===== config.mk =====
export PLATFORM = sky130hd
export DESIGN_NAME = lut_sop
export DESIGN_NICKNAME = d
export VERILOG_FILES = /design/src/rtl/lut_sop_pkg.sv /design/src/rtl/sop_lut.sv /design/src/rtl/sop_add_tree.sv /design/src/rtl/lut_sop.sv
export SDC_FILE = /design/constraint.sdc
export NUM_CORES = 1
export LEC_CHECK = 0
export BUFFER_PORTS_ARGS = -buffer_cell sky130_fd_sc_hd__buf_2
export CORE_UTILIZATION = 35
export CTS_CLUSTER_SIZE = 28
export DETAILED_ROUTE_END_ITERATION = 7
export GPL_TIMING_DRIVEN = 0
export PLACE_DENSITY_LB_ADDON = 0.2
export SLEW_MARGIN = 20
export SYNTH_ARGS = -nofsm -noshare
export SYNTH_HDL_FRONTEND = slang
export SYNTH_HIERARCHICAL = 1
export SYNTH_SLANG_ARGS = --single-unit

===== constraint.sdc =====
create_clock -name clk -period 2.48 [get_ports clk]
set_input_delay 0.248 -clock clk [delete_from_list [all_inputs] [get_ports clk]]
set_output_delay 0.248 -clock clk [all_outputs]
set_load 0.005 [all_outputs]

===== src/rtl/lut_sop_pkg.sv =====
package lut_sop_pkg;

    // Bit position of a flat (position-major) bit index.
    function automatic int flat_pos(input int flat, input int nw);
        return flat / nw;
    endfunction

    // Word number of a flat bit index.
    function automatic int flat_word(input int flat, input int nw);
        return flat % nw;
    endfunction

    // Lowest bit position read by table k; the table output is shifted by it.
    function automatic int lut_base(input int k, input int nw);
        return (4 * k) / nw;
    endfunction

    // Number of distinct bit positions one 4-bit table can span.
    function automatic int pos_span(input int nw);
        return (4 + nw - 2) / nw + 1;
    endfunction

endpackage


===== src/rtl/sop_lut.sv =====
module sop_lut #(
    parameter int LUT_IDX   = 0,
    parameter int NUM_WORDS = 6,
    parameter int WORD_W    = 10,
    parameter int COEF_W    = 8,
    parameter logic [NUM_WORDS*COEF_W-1:0] COEFS = '0,
    parameter int LUT_W     = 12
) (
    input  logic                    clk,
    input  logic                    rst_n,
    input  logic [3:0]              addr,
    output logic signed [LUT_W-1:0] q
);
    import lut_sop_pkg::*;

    localparam int BASE = lut_base(LUT_IDX, NUM_WORDS);

    // Partial sum for one address; sign-bit terms carry a negative weight.
    function automatic int entry(input int a);
        int acc;
        acc = 0;
        for (int j = 0; j < 4; j++) begin
            if (((a >> j) & 1) == 1) begin
                int fl;
                int p;
                int w;
                int c;
                fl = 4 * LUT_IDX + j;
                p  = flat_pos(fl, NUM_WORDS);
                w  = flat_word(fl, NUM_WORDS);
                c  = int'($signed(COEFS[w*COEF_W +: COEF_W]));
                if (p == WORD_W - 1) acc = acc - (c <<< (p - BASE));
                else                 acc = acc + (c <<< (p - BASE));
            end
        end
        return acc;
    endfunction

    logic signed [LUT_W-1:0] rom [16];

    for (genvar a = 0; a < 16; a++) begin : g_rom
        assign rom[a] = LUT_W'(entry(a));
    end

    always_ff @(posedge clk or negedge rst_n) begin
        if (!rst_n) q <= '0;
        else        q <= rom[addr];
    end

    // a table read with no selected bits contributes nothing.
    a_r3_zero_addr: assert property (@(posedge clk) disable iff (!rst_n)
        (addr == 4'd0) |=> (q == '0));

endmodule


===== src/rtl/sop_add_tree.sv =====
module sop_add_tree #(
    parameter int N_IN = 15,
    parameter int W    = 22
) (
    input  logic                  clk,
    input  logic                  rst_n,
    input  logic [N_IN*W-1:0]     terms,
    output logic signed [W-1:0]   sum
);
    localparam int LEVELS = (N_IN > 1) ? $clog2(N_IN) : 1;
    localparam int NPAD   = 1 << LEVELS;

    for (genvar l = 0; l <= LEVELS; l++) begin : lv
        logic signed [W-1:0] node [NPAD];
        if (l == 0) begin : g_leaf
            always_comb begin
                for (int i = 0; i < NPAD; i++) begin
                    if (i < N_IN) node[i] = $signed(terms[i*W +: W]);
                    else          node[i] = '0;
                end
            end
        end else begin : g_add
            always_ff @(posedge clk or negedge rst_n) begin
                if (!rst_n) begin
                    for (int i = 0; i < NPAD; i++) node[i] <= '0;
                end else begin
                    for (int i = 0; i < (NPAD >> l); i++)
                        node[i] <= lv[l-1].node[2*i] + lv[l-1].node[2*i+1];
                    for (int i = (NPAD >> l); i < NPAD; i++)
                        node[i] <= '0;
                end
            end
        end
    end

    assign sum = lv[LEVELS].node[0];

endmodule


===== src/rtl/lut_sop.sv =====
module lut_sop #(
    parameter int NUM_WORDS = 6,
    parameter int WORD_W    = 10,
    parameter int COEF_W    = 8,
    parameter logic [NUM_WORDS*COEF_W-1:0] COEFS = 48'hC0_7F_80_19_F9_03
) (
    input  logic                                     clk,
    input  logic                                     rst_n,
    input  logic                                     in_valid,
    input  logic [NUM_WORDS*WORD_W-1:0]              in_words,
    output logic                                     out_valid,
    output logic signed [COEF_W+WORD_W+$clog2(NUM_WORDS):0] out_sum
);
    import lut_sop_pkg::*;

    localparam int TOTAL_BITS = NUM_WORDS * WORD_W;
    localparam int N_LUT      = TOTAL_BITS / 4;
    localparam int SPAN       = pos_span(NUM_WORDS);
    localparam int LUT_W      = COEF_W + 2 + SPAN;
    localparam int SUM_W      = COEF_W + WORD_W + $clog2(NUM_WORDS) + 1;
    localparam int LEVELS     = (N_LUT > 1) ? $clog2(N_LUT) : 1;
    localparam int LAT        = LEVELS + 2;
    localparam longint MAX_ABS = longint'(NUM_WORDS) * (longint'(1) << (COEF_W - 1))
                                 * (longint'(1) << (WORD_W - 1));

    logic [N_LUT*SUM_W-1:0] terms;
    logic signed [SUM_W-1:0] tree_sum;
    logic [LEVELS:0]         vpipe;

    for (genvar k = 0; k < N_LUT; k++) begin : g_lut
        localparam int BASE = lut_base(k, NUM_WORDS);
        logic [3:0]              addr;
        logic signed [LUT_W-1:0] q;
        logic signed [SUM_W-1:0] ext;

        for (genvar j = 0; j < 4; j++) begin : g_bit
            localparam int FL = 4 * k + j;
            assign addr[j] = in_words[flat_word(FL, NUM_WORDS)*WORD_W
                                      + flat_pos(FL, NUM_WORDS)];
        end

        sop_lut #(
            .LUT_IDX  (k),
            .NUM_WORDS(NUM_WORDS),
            .WORD_W   (WORD_W),
            .COEF_W   (COEF_W),
            .COEFS    (COEFS),
            .LUT_W    (LUT_W)
        ) u_lut (
            .clk  (clk),
            .rst_n(rst_n),
            .addr (addr),
            .q    (q)
        );

        assign ext = {{(SUM_W-LUT_W){q[LUT_W-1]}}, q};
        assign terms[k*SUM_W +: SUM_W] = ext <<< BASE;
    end

    sop_add_tree #(
        .N_IN(N_LUT),
        .W   (SUM_W)
    ) u_tree (
        .clk  (clk),
        .rst_n(rst_n),
        .terms(terms),
        .sum  (tree_sum)
    );

    always_ff @(posedge clk or negedge rst_n) begin
        if (!rst_n) begin
            vpipe     <= '0;
            out_valid <= 1'b0;
            out_sum   <= '0;
        end else begin
            vpipe     <= {vpipe[LEVELS-1:0], in_valid};
            out_valid <= vpipe[LEVELS];
            if (vpipe[LEVELS]) out_sum <= tree_sum;
        end
    end

    // Cycles since reset, saturating, so the latency check never looks before reset.
    logic [7:0] since_rst;
    always_ff @(posedge clk or negedge rst_n) begin
        if (!rst_n)                 since_rst <= '0;
        else if (since_rst != 8'hFF) since_rst <= since_rst + 8'd1;
    end

    // fixed latency from accepted input to delivered result.
    a_r2_latency: assert property (@(posedge clk) disable iff (!rst_n)
        (since_rst > 8'(LAT)) |-> (out_valid == $past(in_valid, LAT)));

    // the held result moves only when a result is delivered.
    a_r6_hold: assert property (@(posedge clk) disable iff (!rst_n)
        !$stable(out_sum) |-> out_valid);

    // the result never leaves the range of the largest possible sum.
    a_r7_range: assert property (@(posedge clk) disable iff (!rst_n)
        out_valid |-> ((longint'(out_sum) <= MAX_ABS) && (longint'(out_sum) >= -MAX_ABS)));

endmodule


==> reports/metrics.csv, run 1 <==
stage,metric,value,unit
run_status,status,"complete, but fails checks",
run_status,violations,negative setup slack,
timing,setup_tns,-0.04197,ns
worst_setup_path,crit_arrival,3.03,ns
placement,portBuffers,80,
finish,instances_no_fill,4181,
flow_run,maxCapViolCount,0,
global_route,gr-total-overflow,0,
worst_hold_path,hold_path_class,in2reg,
timing,max_freq,396.5,MHz
worst_setup_path,critPathBufInv,1,
worst_setup_path,r2r_slack,-0.04,ns
clock_network,htreeDepth,2,
die,core,80550,µm²
worst_setup_path,cp_data_required_time,2.99,ns
yosys,synthesis.area,28540,µm²
global_route,grt_pass1_vias,20250,
die,initial_core_util,35.43,%
timing,tightest_slew,0.5396,ns
drt,drc,0,
worst_setup_path,r2r_end,u_tree/lv[3].node[326],
drt,vias_per_cell,4.844,
timing,min_period,2.522,ns
clock_network,numCtsBuffers,55,
worst_setup_path,crit_type,reg2reg,
die,die_area,82690,µm²
worst_hold_path,min_path_cells,3,
finish,diodes,0,
die,fp.dieW,287.6,µm
global_route,grt_pass1_wl,99750,µm
clock_network,clk_pin_slew,0.06,ns
drt,wl,60050,µm
finish,drive_above_1_share,16.60,%
drt,wl_per_cell,14.36,µm
worst_setup_path,end_kind,register,
worst_setup_path,r2r_start,u_tree/lv[2].node[286],
yosys,avgSynthCellArea,10.38,µm²
drt,dr.pass1.iters,5,
finish,syn_to_final_growth,20.99,%
drt,first_iter_violations,974,
power,power.leakage,16.04,nW
worst_setup_path,crit_slowest_cell,dfrtp_1,
worst_setup_path,rr_worst_depth,11,
worst_hold_path,worstHoldStart,in_words[21],
finish,utilization,42.87,%
yosys,yosysWarnings,6,
yosys,synth-async-reset-ratio,100.0,%
clock_network,cts_tree,built,
worst_setup_path,crit_chain,"ha_2, inv_2, fa_2, nor2b_2, o31a_1, o22ai_2, o21ai_2, a21o_1, a21o_1, a221oi_2, xnor2_1",
placement,gp_congestion,0.8663,
global_route,antenna_found_initial,0,
power,power_density,1149,nW/µm²
clock_network,insertion_delay,0.62,ns
drt,vias,20250,
timing,min_period_over_period,101.7,%
timing,holdWs,0.03724,ns
worst_setup_path,cp_max_fo,2,
placement,place_inst,3970,
die,io_pins,86,
clock_network,cts_root_buf,clkbuf_16,
yosys,ys.flop_type,dfrtp_1,
yosys,synth_seq_cells,469,
die,row_count,104,
timing,fin_skew,0.03116,ns
timing,slew-limit-headroom,63.72,%
global_route,grt_start_max_net_pins,94,
finish,final_area,34530,µm²
drt,ant_nets,0,
yosys,post_synth_num_cell_types,81,
finish,nets,3530,
worst_setup_path,critPathTopFamily,compound AO/OA/AOI/OAI gates,
yosys,synthCells,2750,
global_route,grt_use_total,14.47,%
finish,fillCellCount,7595,
placement,placed_area,30690,µm²
worst_setup_path,critPathLaunchType,register,
worst_hold_path,min_to,g_lut[2].u_lut/q[0],
clock_network,cts_sinks,469,
timing,finalHoldViolCount,0,
timing,rsz0062_at_grt,yes,
yosys,synth_edf_count,0,
yosys,ys_seq_area_share,41.12,%
placement,dp_hpwl,45050,µm
timing,setup_violations,1,
worst_setup_path,max_stage_delay,0.44,ns
finish,final_common_cell,dfrtp_1,
timing,worst_slack,-0.04197,ns
die,die_h,287.6,µm
worst_setup_path,crit_top_cell,a21o_1,
power,ir_drop,0.0006270,V
finish,final_cell_mix,"dfrtp_1 (467), ha_1 (344), a21oi_1 (208)",
clock_network,clockBufferDepth,3,
timing,drv_slew,0,
## power breakdown
part | internal, mW | total [mW] | switching (mW)
combinational | 9.22 | 19.9 | 10.6
sequential | 10.3 | 11.6 | 1.27
clock | 5.01 | 8.25 | 3.24
total | 24.5 | 39.7 | 15.2
## through the flow
stage,setup WS [ns],power [mW]
2_1_floorplan,0.1199,24.69
3_3_place_gp,-8.098,28.99
3_5_place_dp,-0.5470,29.21
4_1_cts,-0.04717,38.72
5_1_grt,-0.1427,42.87
6_report,-0.04197,39.66
## registers in the layout, indices dropped and copies added, names as in the netlist
signal,flops
g_lut.u_lut/q,111
out_sum,22
out_valid,1
u_tree/lv.node,308
u_tree/sum,22
vpipe,5
## per-layer routing
layer  vias to the layer above  track usage (%)  wire [µm]
li1                      10230                -          -
met1                      9666            20.16      29360
met2                       267            23.57      27630
met3                        85            2.068       1917
met4                         0            3.444       1144
met5                         -                0          0
## cell type report
type                    instances  area [µm²]  share of cell area, %
plain buffers                  93       664.4                  1.924
clock buffers                  75        1584                  4.587
clock inverters                28       310.3                 0.8986
inverters                     167       626.9                  1.815
multi-input cells            2094       16750                  48.51
flip-flops and latches        469       11740                  34.00
well taps                    1060        1326                  3.841
repair buffers                195        1529                  4.428
## worst max path at each step
stage | slack (ns) | depth (start not counted) | to | start
floorplan | 0.12 | 11 | u_tree/lv[1].node[327] | g_lut[3].u_lut/q[6]
global placement | -8.10 | 1 | g_lut[8].u_lut/q[10] | rst_n
detailed placement | -0.55 | 11 | u_tree/lv[3].node[328] | u_tree/lv[2].node[286]
CTS | -0.05 | 11 | u_tree/lv[3].node[328] | u_tree/lv[2].node[286]
global route | -0.14 | 11 | u_tree/lv[3].node[326] | u_tree/lv[2].node[286]
finish | -0.04 | 11 | u_tree/lv[3].node[326] | u_tree/lv[2].node[286]
## synthesized netlist by cell type (6+ instances only)
| cell type | instances | area share, % |
|---|---|---|
| a211oi_1 | 33 | 0.87 |
| a21boi_0 | 9 | 0.24 |
| a21o_1 | 99 | 2.6 |
| a21oi_1 | 230 | 4.0 |
| a31oi_1 | 21 | 0.46 |
| a41oi_1 | 9 | 0.28 |
| and2_1 | 12 | 0.26 |
| and3_1 | 16 | 0.35 |
| buf_4 | 69 | 1.8 |
| buf_6 | 7 | 0.28 |
| clkbuf_1 | 19 | 0.25 |
| dfrtp_1 | 469 | 41 |
| fa_1 | 14 | 0.98 |
| ha_1 | 378 | 17 |
| inv_1 | 167 | 2.2 |
| mux2_2 | 33 | 1.3 |
| mux2_4 | 8 | 0.42 |
| mux2i_1 | 19 | 0.67 |
| nand2_1 | 137 | 1.8 |
| nand2b_1 | 44 | 0.96 |
| nand3_1 | 43 | 0.75 |
| nand4_1 | 18 | 0.39 |
| nor2_1 | 160 | 2.1 |
| nor2b_1 | 58 | 1.3 |
| nor3_1 | 42 | 0.74 |
| nor4_1 | 8 | 0.18 |
| o211ai_1 | 10 | 0.26 |
| o21a_1 | 55 | 1.4 |
| o21ai_0 | 123 | 2.2 |
| o21ai_1 | 10 | 0.18 |
| o21bai_1 | 34 | 0.89 |
| o311ai_1 | 6 | 0.18 |
| o31a_1 | 17 | 0.52 |
| o31ai_1 | 7 | 0.18 |
| or2_2 | 11 | 0.24 |
| or3_1 | 6 | 0.13 |
| xnor2_1 | 183 | 5.6 |
| xor2_1 | 76 | 2.3 |
## cells by family after synthesis
| family | after synthesis | share of synthesized area, % |
|---|---|---|
| AND/OR/NAND/NOR | 573 | 9.733 |
| XOR/XNOR | 259 | 7.949 |
| multiplexers | 60 | 2.389 |
| other | 2 | 0.02632 |
| AO/OA/AOI/OAI | 733 | 16.69 |
| flip-flops | 469 | 41.12 |
| buffers and inverters | 262 | 4.538 |
| adder cells (fa/ha/maj) | 392 | 17.55 |
## repair_timing
action	in CTS	in global routing
hold buffers	62	0
setup buffers	17	31
resized for setup	67	132
pin swaps	38	82
setup endpoints to repair	34	64
hold endpoints to repair	290	0
## worst register-to-register path, stage by stage, from the launching register on
cell      delay [ns]
dfrtp_1         0.44
ha_2            0.23
inv_2           0.05
fa_2            0.20
nor2b_2         0.05
o31a_1          0.27
o22ai_2         0.21
o21ai_2         0.11
a21o_1          0.19
a21o_1          0.19
a221oi_2        0.31
xnor2_1         0.20
(Power assumes the default switching activity.)
==> run 2: changes to the inputs <==
--- a/config.mk
+++ b/config.mk
@@ -6,7 +6,7 @@
 export NUM_CORES = 1
 export LEC_CHECK = 0
 export BUFFER_PORTS_ARGS = -buffer_cell sky130_fd_sc_hd__buf_2
-export CORE_UTILIZATION = 35
+export CORE_UTILIZATION = 25
 export CTS_CLUSTER_SIZE = 28
 export DETAILED_ROUTE_END_ITERATION = 7
 export GPL_TIMING_DRIVEN = 0
==> constraint.sdc (replaced) <==
create_clock -name clk -period 2.48 [get_ports clk]
set_input_delay 0.248 -clock clk [delete_from_list [all_inputs] [get_ports clk]]
set_output_delay 0.248 -clock clk [all_outputs]
set_load 0.05 [all_outputs]
==> run 2 against run 1 <==
Against the previous run:
- flip-flop and latch count did not move
- non-clock buffer count rose by 6
- first-iteration DRC count fell by 13%
- cell area rose by 2.4%
- sequential share of layout area fell by 0.78 points
- via count fell by 1.3%
- critical path type unchanged
- register-to-register slack improved by 0.04 ns
- the run still ends with negative setup slack left
- total power rose by 4.0%
- utilization fell by 12 points
- die area rose by 40%
==> reports/metrics.csv, run 2 (synthesized netlist as in run 1, its figures left out) <==
stage,metric,value,unit,change
run_status,status,"complete, but fails checks",,unchanged
run_status,violations,negative setup slack,,unchanged
power,power.leakage,16.18,nW,was 16.04 nW
worst_setup_path,crit_type,reg2reg,,unchanged
global_route,grt_pass1_vias,20060,,was 20250
placement,place_ws,-0.3318,ns,was -0.5470 ns
placement,portBuffers,80,,unchanged
global_route,grt_pass1_wl,104000,µm,was 99750 µm
finish,instances_no_fill,4634,,was 4181
drt,drc,0,,unchanged
clock_network,cts_tree,built,,unchanged
placement,placed_area,31250,µm²,was 30690 µm²
power,power_density,1167,nW/µm²,was 1149 nW/µm²
finish,final_area,35360,µm²,was 34530 µm²
worst_setup_path,cp_max_fo,3,,was 2
timing,setup_violations,1,,unchanged
die,die_h,339.9,µm,was 287.6 µm
worst_setup_path,cp_data_required_time,3.03,ns,was 2.99 ns
drt,vias_per_cell,4.314,,was 4.844
global_route,gr-total-overflow,0,,unchanged
clock_network,cts_root_buf,clkbuf_16,,unchanged
finish,final_cell_mix,"dfrtp_1 (463), ha_1 (351), a21oi_1 (205)",,"was dfrtp_1 (467), ha_1 (344), a21oi_1 (208)"
drt,dr.pass1.iters,5,,unchanged
drt,ant_nets,0,,unchanged
die,row_count,123,,was 104
die,core,112800,µm²,was 80550 µm²
drt,wl_per_cell,13.49,µm,was 14.36 µm
power,ir_drop,0.0005875,V,was 0.0006270 V
drt,wl,62520,µm,was 60050 µm
placement,gp_congestion,0.7742,,was 0.8663
worst_setup_path,crit_arrival,3.03,ns,about the same
global_route,grt_use_total,10.89,%,was 14.47%
timing,worst_slack,-0.001599,ns,was -0.04197 ns
timing,holdWs,0.05453,ns,was 0.03724 ns
worst_setup_path,critPathLaunchType,register,,unchanged
finish,drive_above_1_share,16.41,%,was 16.60%
clock_network,cts_sinks,469,,unchanged
placement,place_inst,4410,,was 3970
finish,fillCellCount,11640,,was 7595
clock_network,htreeDepth,2,,unchanged
finish,final_common_cell,dfrtp_1,,unchanged
timing,rsz0062_at_grt,yes,,unchanged
placement,dp_hpwl,47660,µm,was 45050 µm
clock_network,insertion_delay,0.64,ns,was 0.62 ns
timing,slew-limit-headroom,65.91,%,was 63.72%
drt,first_iter_violations,848,,was 974
timing,setup_tns,-0.001599,ns,was -0.04197 ns
clock_network,clockBufferDepth,3,,unchanged
drt,vias,19990,,was 20250
flow_run,maxCapViolCount,0,,unchanged
worst_setup_path,end_kind,register,,unchanged
finish,utilization,31.34,%,was 42.87%
timing,finalHoldViolCount,0,,unchanged
die,io_pins,86,,unchanged
finish,largest_register_ff_count,308,,unchanged
finish,reg.largest.list,"u_tree/lv.node x308, g_lut.u_lut/q x111",,unchanged
timing,min_period_over_period,100.1,%,was 101.7%
clock_network,clk_pin_slew,0.06,ns,about the same
timing,tightest_slew,0.5070,ns,was 0.5396 ns
timing,min_period,2.482,ns,was 2.522 ns
finish,top_register,u_tree/lv.node,,unchanged
die,fp.dieW,339.9,µm,was 287.6 µm
global_route,grt_start_max_net_pins,93,,was 94
timing,fin_skew,0.02667,ns,was 0.03116 ns
finish,syn_to_final_growth,23.89,%,was 20.99%
clock_network,numCtsBuffers,58,,was 55
die,initial_core_util,25.30,%,was 35.43%
power,power.total,41.25,mW,was 39.66 mW
global_route,antenna_found_initial,6,,was 0
timing,max_freq,403.0,MHz,was 396.5 MHz
worst_hold_path,hold_path_class,in2reg,,unchanged
finish,nets,3539,,was 3530
timing,drv_slew,0,,unchanged
die,die_area,115500,µm²,was 82690 µm²
[run 2: cell count changes in the layout (fill, tap and decap cells not counted), sizes merged]
cell | before | now
diode | 0 | 2
clkinvlp | 6 | 7
dlygate4sd3 | 62 | 77
buf | 209 | 199
bufinv | 5 | 14
clkinv | 13 | 8
clkbuf | 92 | 93
[run 2: power breakdown]
| part | switching [mW] | internal (mW) |
|---|---|---|
| clock | 3.47 | 6.06 |
| sequential | 1.30 | 10.3 |
| combinational | 11.2 | 8.94 |
| total | 16.0 | 25.3 |
[run 2: layout make-up]
cell class | instances | area, µm² | share of cell area [%]
buffer | 94 | 664.4 | 1.879
timing repair buffer | 200 | 1604 | 4.537
clock inverter | 33 | 563.0 | 1.593
tap | 1500 | 1877 | 5.308
inverter | 167 | 626.9 | 1.773
sequential | 469 | 11740 | 33.22
multi-input combinational | 2094 | 16650 | 47.11
antenna | 2 | 5.005 | 0.01416
clock buffer | 75 | 1617 | 4.572
[run 2: path summary, 6_finish.rpt]
check                                    endpoint                   start  slack [ns]  cells past startpoint
setup / recovery           u_tree/lv[2].node[304]  u_tree/lv[1].node[242]      -0.002                     11
hold / removal              g_lut[14].u_lut/q[10]            in_words[39]        0.05                      4
setup reg to reg           u_tree/lv[2].node[304]  u_tree/lv[1].node[242]      -0.002                     11
hold reg to reg            u_tree/lv[1].node[185]    g_lut[14].u_lut/q[0]        0.35                      0
max in group asynchronous     g_lut[8].u_lut/q[5]                   rst_n        0.72                      5
min in group asynchronous                vpipe[2]                   rst_n        0.10                      2
[run 2: repair_timing]
action                     4_1_cts  5_1_grt
hold buffers                    77        0
buffers inserted                12       26
hold endpoints to repair       315        0
setup endpoints to repair       42       68
gates resized for setup         71      124
pin swaps                       30       76
[run 2: worst max-delay path: stages, from the launching register on]
cell      delay (ns)
dfrtp_1         0.40
ha_4            0.17
inv_2           0.05
fa_2            0.20
nor2b_1         0.05
o21a_1          0.19
a311o_1         0.40
a31oi_4         0.22
nand2b_4        0.17
nor3b_4         0.05
o21a_1          0.22
o311ai_4        0.26
[run 2: per-layer routing]
layer  global-route usage, %  part of all wire (%)  wire length [µm]
met3                   1.949                   3.0              1896
met2                   17.20                    44             27660
met1                   15.33                    51             31810
met4                   2.581                   1.8              1137
met5                       0                 0.027                17
==> run 3: changes to the inputs <==
--- a/config.mk
+++ b/config.mk
@@ -5,6 +5,7 @@
 export SDC_FILE = /design/constraint.sdc
 export NUM_CORES = 1
 export LEC_CHECK = 0
+export ABC_AREA = 1
 export BUFFER_PORTS_ARGS = -buffer_cell sky130_fd_sc_hd__buf_2
 export CORE_UTILIZATION = 25
 export CTS_CLUSTER_SIZE = 28
==> run 3 against run 2 <==
Against the previous run:
- setup slack improved by 0.16 ns
- worst hold slack improved by 0.13 ns
- clock skew grew 0.0014 ns
- the run now ends clean
- total power rose by 3.3%
- flip-flop and latch count unchanged
- first-iteration DRC count up 77%
- global-route usage grew 2.2 points
- register-to-register slack gained 0.31 ns
- critical path depth down 1
==> reports/metrics.csv, run 3 <==
stage,metric,value,unit,change
drt,vias_per_cell,4.045,,was 4.314
timing,setup_tns,0,ns,was -0.001599 ns
timing,max_freq,430.2,MHz,was 403.0 MHz
drt,ant_nets,0,,unchanged
worst_setup_path,r2r_start,g_lut[0].u_lut/q[0],,was u_tree/lv[1].node[242]
global_route,grt_use_met2,21.34,%,was 17.20%
placement,gp_congestion,0.8624,,was 0.7742
timing,min_period_over_period,93.72,%,was 100.1%
clock_network,postCtsSetupBuffers,0,,was 12
global_route,grt_pass1_vias,29220,,was 20060
worst_setup_path,critPathTopFamily,buffers and inverters,,was compound AO/OA/AOI/OAI gates
finish,fillCellCount,15600,,was 11640
power,power.leakage,23.91,nW,was 16.18 nW
worst_setup_path,critPathBufInv,6,,was 1
die,die_h,377.8,µm,was 339.9 µm
global_route,grt_start_max_net_pins,91,,was 93
timing,worst_slack,0.1557,ns,was -0.001599 ns
drt,dr.pass1.iters,7,,was 5
finish,drive_above_1_share,5.852,%,was 16.41%
yosys,ys_seq_area_share,33.24,%,was 41.12%
worst_setup_path,cp_max_fo,6,,was 3
die,row_count,137,,was 123
yosys,synthCells,5218,,was 2750
timing,setup_violations,0,,was 1
worst_setup_path,worstSetupStartpoint,in_words[45],,was u_tree/lv[1].node[242]
worst_hold_path,hold_path_class,in2async,,was in2reg
yosys,synth.most_common_cell,nand2_1,,was dfrtp_1
placement,dp_hpwl,75770,µm,was 47660 µm
power,ir_drop,0.0005736,V,was 0.0005875 V
yosys,synth_top_area_share,33.24,%,was 41.12%
global_route,antenna_found_initial,5,,was 6
worst_setup_path,cp_data_required_time,3.04,ns,was 3.03 ns
yosys,synthesis.area,35310,µm²,was 28540 µm²
yosys,synth_seq_cells,469,,unchanged
global_route,use_met3,1.848,%,was 1.949%
timing,slew-limit-headroom,42.94,%,was 65.91%
yosys,yosys.area.top_type,dfrtp_1,,unchanged
clock_network,clockBufferDepth,3,,unchanged
yosys,avgSynthCellArea,6.767,µm²,was 10.38 µm²
global_route,grt_pass1_wl,150400,µm,was 104000 µm
die,core,139900,µm²,was 112800 µm²
die,io_pins,86,,unchanged
drt,drc,0,,unchanged
yosys,post_synth_num_cell_types,32,,was 81
finish,syn_to_final_growth,17.62,%,was 23.89%
clock_network,holdBufCountCts,96,,was 77
yosys,yosysWarnings,6,,unchanged
drt,wl,91250,µm,was 62520 µm
timing,drv_slew,0,,unchanged
drt,vias,30200,,was 19990
drt,first_iter_violations,1500,,was 848
power,power_density,1026,nW/µm²,was 1167 nW/µm²
die,initial_core_util,25.25,%,was 25.30%
clock_network,clk_pin_slew,0.06,ns,about the same
clock_network,cts_tree,built,,unchanged
die,die_area,142800,µm²,was 115500 µm²
finish,largest_register_ff_count,308,,unchanged
finish,top_register,u_tree/lv.node,,unchanged
worst_setup_path,end_kind,register,,unchanged
global_route,grtUsageMet1,18.13,%,was 15.33%
yosys,synthTopCellsByCount,"nand2_1 (2080), inv_1 (971), dfrtp_1 (469)",,"was dfrtp_1 (469), ha_1 (378), a21oi_1 (230)"
clock_network,numCtsBuffers,59,,was 58
worst_setup_path,max_stage_delay,0.55,ns,was 0.40 ns
worst_setup_path,rr_worst_depth,11,,unchanged
clock_network,cts_sinks,469,,unchanged
run_status,status,"complete, no violations",,"was complete, but fails checks"
timing,finalHoldViolCount,0,,unchanged
global_route,gr-total-overflow,0,,unchanged
global_route,busiest_layer,met2,,unchanged
worst_setup_path,cp.depth,10,,was 11
worst_setup_path,crit_type,in2reg,,was reg2reg
clock_network,cts_resized,0,,was 71
die,fp.dieW,377.8,µm,was 339.9 µm
timing,min_period,2.324,ns,was 2.482 ns
finish,final_cell_mix,"nand2_1 (2080), inv_1 (971), dfrtp_1 (469)",,"was dfrtp_1 (463), ha_1 (351), a21oi_1 (205)"
timing,tightest_slew,0.8531,ns,was 0.5070 ns
yosys,synth_edf_count,0,,unchanged
yosys,synth-async-reset-ratio,100.0,%,unchanged
placement,place_ws,0.3325,ns,was -0.3318 ns
timing,holdWs,0.1823,ns,was 0.05453 ns
global_route,grt_use_total,13.08,%,was 10.89%
worst_setup_path,crit_slowest_cell,dlygate4sd3_1,,was dfrtp_1
finish,multi_input_area,19560,µm²,was 16650 µm²
timing,rsz0062_at_grt,no,,was yes
worst_setup_path,crit_chain,"dlygate4sd3_1, buf_2, inv_1, nand2_1, dlygate4sd3_1, nand2_1, dlygate4sd3_1, nand2_1, nand2_1, dlygate4sd3_1",,"was ha_4, inv_2, fa_2, nor2b_1, o21a_1, a311o_1, a31oi_4, nand2b_4, nor3b_4, o21a_1, o311ai_4"
clock_network,cts_root_buf,clkbuf_16,,unchanged
worst_setup_path,crit_arrival,2.88,ns,was 3.03 ns
placement,portBuffers,85,,was 80
flow_run,maxCapViolCount,0,,unchanged
finish,nets,5996,,was 3539
finish,reg.largest.list,"u_tree/lv.node x308, g_lut.u_lut/q x111",,unchanged
finish,seqCellArea,11740,µm²,about the same
drt,wl_per_cell,12.22,µm,was 13.49 µm
finish,final_common_cell,nand2_1,,was dfrtp_1
yosys,ys.flop_type,dfrtp_1,,unchanged
clock_network,htreeDepth,2,,unchanged
clock_network,insertion_delay,0.68,ns,was 0.64 ns
worst_setup_path,critPathLaunchType,input port,,was register
timing,fin_skew,0.02806,ns,was 0.02667 ns
yosys,synth_area_leaders,"dfrtp_1 (33%), nand2_1 (22%), ha_1 (13%), inv_1 (10%), nand3_1 (4.6%)",,"was dfrtp_1 (41%), ha_1 (17%), xnor2_1 (5.6%), a21oi_1 (4.0%), a21o_1 (2.6%)"
[run 3: metal layers]
layer  vias to the layer above  part of all wire [%]
li1                      16340                     -
met1                     13420                    50
met2                       350                    44
met3                        93                   3.7
met4                         0                   1.9
met5                         -                     0
[run 3: cell families after synthesis]
family	share of synthesized area, %
AO/OA/AOI/OAI	3.299
buffers and inverters	12.16
other	0.02127
AND/OR/NAND/NOR	33.25
flip-flops	33.24
adder cells (fa/ha/maj)	14.19
XOR/XNOR	3.844
[run 3: per-stage QoR]
| stage | util, % | std cells | power (mW) | instance area, µm² |
|---|---|---|---|---|
| final | 29.70 | 7466 | 42.60 | 41540 |
| after floorplan | - | 5293 | 26.94 | 35590 |
| after global routing | 29.69 | 7465 | 46.97 | 41530 |
| after detailed placement | 27.55 | 7260 | 33.76 | 38540 |
| after global placement | 27.43 | 7254 | 33.69 | 38370 |
| after CTS | 29.69 | 7464 | 43.38 | 41530 |
[run 3: path summary, 6_finish.rpt]
kind | end | slack (ns)
worst max-delay path | g_lut[8].u_lut/q[10] | 0.16
worst min-delay path | g_lut[10].u_lut/q[4] | 0.18
worst max register to register | u_tree/lv[1].node[342] | 0.31
worst min register to register | u_tree/lv[1].node[185] | 0.35
max in group asynchronous | g_lut[10].u_lut/q[2] | 1.08
min in group clk | vpipe[0] | 0.25
[run 3: power by group]
group	switching (mW)	total, mW	internal (mW)
Sequential	1.24	11.3	10.1
Combinational	14.8	22.2	7.45
Clock	3.66	9.04	5.38
[run 3: worst reg2reg max path, stage by stage (launching register included)]
cell and delay (ns):
dfrtp_1 0.32, ha_1 0.29, inv_1 0.09, fa_1 0.41
inv_1 0.13, nand3_1 0.08, nand3_1 0.21, nand2_1 0.08
nand3_1 0.16, nand2_1 0.10, nand3_1 0.08, nand2_1 0.09
[run 3: area by class of cell]
| cell class | instances | area share [%] |
|---|---|---|
| Antenna cell | 2 | 0.01205 |
| Buffer | 82 | 1.419 |
| Clock buffer | 72 | 3.793 |
| Clock inverter | 36 | 1.090 |
| Inverter | 987 | 8.919 |
| Multi-Input combinational cell | 3755 | 47.10 |
| Sequential cell | 469 | 28.26 |
| Tap cell | 1876 | 5.651 |
| Timing Repair Buffer | 187 | 3.759 |
